## src/rtl/alm_pkg.sv

```systemverilog
package alm_pkg;
    localparam int HOUR_W = 4;
    localparam int MIN_W  = 6;

    typedef struct packed {
        logic [HOUR_W-1:0] hour;
        logic [MIN_W-1:0]  minute;
        logic              pm;
    } alm_time_t;
endpackage

```

## src/rtl/alm_ld_dec.sv

```systemverilog
module alm_ld_dec #(
    parameter int N_ALM = 4,
    parameter int IDX_W = 2
) (
    input  logic             stb_i,
    input  logic [IDX_W-1:0] idx_i,
    output logic [N_ALM-1:0] we_o
);
    for (genvar g = 0; g < N_ALM; g++) begin : g_we
        assign we_o[g] = stb_i && (idx_i == IDX_W'(g));
    end
endmodule

```

## src/rtl/alm_slot.sv

```systemverilog
module alm_slot
    import alm_pkg::*;
(
    input  logic      clk,
    input  logic      rst_n,
    input  alm_time_t now_i,
    input  logic      wr_i,
    input  alm_time_t wr_time_i,
    input  logic      arm_i,
    input  logic      clr_i,
    output logic      hit_o
);
    typedef struct packed {
        alm_time_t tm;
        logic      eq_seen;
        logic      hit;
    } slot_st_t;

    slot_st_t st_d, st_q;
    logic     eq_now;
    logic     onset;

    always_comb begin
        st_d       = st_q;
        eq_now     = (st_q.tm == now_i);
        onset      = eq_now && !st_q.eq_seen;
        st_d.eq_seen = eq_now;
        if (wr_i) begin
            st_d.tm = wr_time_i;
        end
        if (clr_i) begin
            st_d.hit = 1'b0;
        end
        if (onset && arm_i) begin
            st_d.hit = 1'b1;
        end
    end

    always_ff @(posedge clk or negedge rst_n) begin
        if (!rst_n) begin
            st_q.tm      <= '0;
            st_q.eq_seen <= 1'b1;
            st_q.hit     <= 1'b0;
        end else begin
            st_q <= st_d;
        end
    end

    assign hit_o = st_q.hit;
endmodule

```

## src/rtl/alm_bank.sv

```systemverilog
module alm_bank
    import alm_pkg::*;
#(
    parameter int N_ALM = 4,
    localparam int IDX_W = (N_ALM > 1) ? $clog2(N_ALM) : 1
) (
    input  logic              clk,
    input  logic              rst_n,
    input  logic [HOUR_W-1:0] cur_hour,
    input  logic [MIN_W-1:0]  cur_min,
    input  logic              cur_pm,
    input  logic              ld_stb,
    input  logic [IDX_W-1:0]  ld_idx,
    input  logic [HOUR_W-1:0] ld_hour,
    input  logic [MIN_W-1:0]  ld_min,
    input  logic              ld_pm,
    input  logic [N_ALM-1:0]  arm_sw,
    input  logic              home_mode,
    input  logic              snooze,
    output logic [N_ALM-1:0]  hit_o,
    output logic [N_ALM-1:0]  armed_o
);
    alm_time_t          now_t;
    alm_time_t          ld_t;
    logic [N_ALM-1:0]   slot_we;
    logic               snz_clr;

    assign now_t   = '{hour: cur_hour, minute: cur_min, pm: cur_pm};
    assign ld_t    = '{hour: ld_hour, minute: ld_min, pm: ld_pm};
    assign snz_clr = snooze && home_mode;
    assign armed_o = arm_sw;

    alm_ld_dec #(
        .N_ALM (N_ALM),
        .IDX_W (IDX_W)
    ) u_dec (
        .stb_i (ld_stb),
        .idx_i (ld_idx),
        .we_o  (slot_we)
    );

    for (genvar g = 0; g < N_ALM; g++) begin : g_slot
        alm_slot u_slot (
            .clk       (clk),
            .rst_n     (rst_n),
            .now_i     (now_t),
            .wr_i      (slot_we[g]),
            .wr_time_i (ld_t),
            .arm_i     (arm_sw[g]),
            .clr_i     (snz_clr),
            .hit_o     (hit_o[g])
        );
    end
endmodule

```

## config.mk

```make
export PLATFORM = sky130hd
export DESIGN_NAME = alm_bank
export DESIGN_NICKNAME = d
export VERILOG_FILES = /design/src/rtl/alm_pkg.sv /design/src/rtl/alm_ld_dec.sv /design/src/rtl/alm_slot.sv /design/src/rtl/alm_bank.sv
export SDC_FILE = /design/constraint.sdc
export NUM_CORES = 1
export LEC_CHECK = 0
export ABC_AREA = 1
export CORE_MARGIN = 3
export CORE_UTILIZATION = 38
export DETAILED_ROUTE_END_ITERATION = 8
export DONT_BUFFER_PORTS = 1
export SYNTH_ARGS = -nofsm -noshare
export SYNTH_HDL_FRONTEND = slang
export SYNTH_SLANG_ARGS = --single-unit
```

## constraint.sdc

```tcl
create_clock -name clk -period 0.9 [get_ports clk]
set_input_delay 0.18 -clock clk [delete_from_list [all_inputs] [get_ports clk]]
set_output_delay 0.18 -clock clk [all_outputs]
set_load 0.05 [all_outputs]
```

==> results.md <==
* Most common library cell in the layout ignoring fill and taps: nand2_1
* First DRT Iteration DRCs at 94
* Static leakage at 1.56 nW
* Relative max-transition margin at 89.2%
* Iteration count of the initial detailed-routing pass at 4
* Total via count in the routed design at 2007
* Max-cap violations at 0
* Worst path arrival time at 0.89 ns
* TritonCTS buffer count at 5
* Number of max-slew violations in the final report at 0
* Vias per std cell at 4.37
* Number of register bits inferred by synthesis at 52
* Violations in the final reports: hold timing, setup timing
* Post-synth top area share at 44.4%
* Data required, critical path at 0.72 ns
* Outcome: finished, violations left
* Die area at 8170 sq um
* Post-Synthesis Mean Instance Area at 7.54 sq um
* Residual overflow from global routing at 0
* Rows at 30
* Initial antenna violation count at 0
* Delay of the slowest critical-path stage at 0.42 ns
* Initial Util at 39.6%
* Min Clock Period, post-route at 1.07 ns
* Latest clock arrival within the worst-skew pair at 0.31 ns
* Maximum fanout encountered on the critical timing path at 2
* Area of the core at 6830 sq um
* Worst Hold Class: input port to async pin
* Hold Vio Cnt, Final at 52
* DP HPWL at 3960 um
* Die span in y at 90.4 um
* GPL Wtd Cong at 0.748
* Post-synth cell types at 15
* Largest cells by area after synthesis: dfrtp_1 44%, nand2_1 19%, o21ai_1 8.1%
* Vias in the first global route at 2063
* Total power per unit cell area at 1770 nW/um^2
* Routed wire length at 5500 um
* Fraction of the yosys area taken by sequential cells at 48.3%
* Wire length of the first global-routing pass at 9650 um
* Layout Utilization at 44.7%
* Post-synth net total at 392
* Slack of the critical path at -0.169 ns
* Number of instances in the synthesized netlist at 359
* Worst path buffer plus inverter count at 1
* Cell at the root of the clock tree: clkbuf_8
* H-tree depth at 2
* Final Cycle Share at 119%
* Design Power at 5.40 mW
* Highest clock frequency the design can meet at 0.936 GHz
* Cell type with the highest aggregate area in the netlist: dfrtp_1
* Critical path start-end classification: flip-flop to primary output
* Layout cells sized above 1 at 14.3%
* Family with the most delay on the worst path: flip-flops
* CTS Sinks at 52
* Number of nets in the layout at 395
* Commonest cells after routing, fill and taps aside: 138 x nand2_1, 48 x dfrtp_1, 44 x o21ai_1
* Element type at the critical path end: primary output
* Cell area after synthesis at 2710 sq um
* Final hold slack at -0.446 ns
* Clock Path Buffers at 2
* Number of setup violations in the final report at 12
* Total inserted antenna cells at 0
* Number of top-level design ports at 41
* Setup repair after global routing missed its margin: yes
* Total DRC errors in the routed layout at 0
* Pin count of the biggest net entering global routing at 53
* Final routed wire length divided by cell count at 12.0 um
* Cell type of the slowest stage on the worst timing path: dfrtp_1
* Chip width at 90.4 um
* Worst-path cell chain: buf_12
* Clock tree from TritonCTS: built
* Kind of start point of the critical path: flip-flop
* Maximum vdd ir drop at 758 uV
* Clock Skews at 0.00808 ns
* Count of buffers from port buffering at 0
* Synth-to-layout area growth at 12.8%
* Total number of yosys warnings at 0
* Clk slew on worst S/H paths at 0.10 ns
* Number of nets with antenna violations after routing at 0
* Actual slew at the worst max-slew pin at 0.161 ns
* Total routing usage reported by global routing at 14.5%
logic make-up after synthesis:
| group | count (synthesis) | share of synthesized area [%] |
|---|---|---|
| and+or+nand+nor | 175 | 25.8 |
| AOI/OAI and AO/OA | 44 | 8.14 |
| DFF | 52 | 48.3 |
| xor gates and xnor gates | 20 | 6.47 |
| buffers and inverters | 68 | 11.4 |
cells in the mapped netlist:
cell / count
dfrtp_1: 48
nand3_2: 1
inv_2: 8
and2_1: 4
o21ai_1: 44
nor2_1: 17
inv_1: 39
buf_2: 12
dfstp_2: 4
buf_4: 8
nor2_2: 5
nand3_1: 9
nand2_1: 139
buf_6: 1
xnor2_1: 20
state kept, by name, indices dropped and copies added, names as in the netlist:
signal,count
g_slot.u_slot.st_q,48
g_slot.u_slot.hit_o,4
layer usage:
metal	global-route usage [%]	part of all wire [%]	up-vias
met5	0	0	-
met4	3.06	0.85	0
met3	3.83	4.5	5
met2	23.1	45	35
met1	20.0	50	884
li1	-	-	1083
power breakdown:
group | internal [mW] | total, mW | switching (mW) | leakage [nW]
sequential | 2.65 | 2.88 | 0.229 | 0.646
combinational | 0.539 | 1.09 | 0.551 | 0.858
clock | 0.631 | 1.42 | 0.794 | 0.0516
per-stage QoR:
| stage | std cells | setup slack, ns | hold slack, ns | TNS (ns) | instance area [sq um] |
|---|---|---|---|---|---|
| global route | 459 | -0.243 | -0.473 | -2.52 | 3050 |
| detailed placement | 447 | -0.158 | -0.113 | -0.880 | 2890 |
| global placement | 447 | -0.129 | -0.113 | -0.790 | 2890 |
| finish | 459 | -0.169 | -0.446 | -1.45 | 3050 |
| floorplan | 359 | 0.0200 | -0.116 | 0 | 2710 |
| CTS | 456 | -0.181 | -0.455 | -1.61 | 3000 |
layout make-up:
| cell class | count | area [sq um] |
|---|---|---|
| inverters | 47 | 176 |
| fillers | 723 | 3780 |
| clock inverters | 2 | 13.8 |
| flip-flops and latches | 52 | 1310 |
| repair buffers | 17 | 228 |
| multi-input cells | 239 | 1120 |
| well taps | 96 | 120 |
| clock buffers | 6 | 82.6 |
what timing repair did:
action	4_1_cts	5_1_grt
pin swaps	5	1
buffers inserted	1	3
hold endpoints to repair	52	52
resized for setup	3	6
setup endpoints to repair	12	12
cloned	0	0
path summary, 6_finish.rpt:
kind | from | endpoint | slack (ns) | cells after the start
max in group asynchronous | rst_n | g_slot[2].u_slot.st_q[1]$_DFF_PN1_ | 1.16 | 0
min reg2reg | g_slot[0].u_slot.st_q[12]$_DFFE_PN0P_ | g_slot[0].u_slot.st_q[12]$_DFFE_PN0P_ | 0.52 | 2
max reg2reg | g_slot[2].u_slot.st_q[10]$_DFFE_PN0P_ | g_slot[2].u_slot.hit_o$_DFFE_PN0P_ | -0.12 | 7
min in group clk | ld_min[1] | g_slot[0].u_slot.st_q[4]$_DFFE_PN0P_ | 0.07 | 2
max | g_slot[0].u_slot.hit_o$_DFFE_PN0P_ | hit_o[0] | -0.17 | 1
min | rst_n | g_slot[1].u_slot.st_q[7]$_DFFE_PN0P_ | -0.45 | 0
Power figures use the tool's default switching activity.
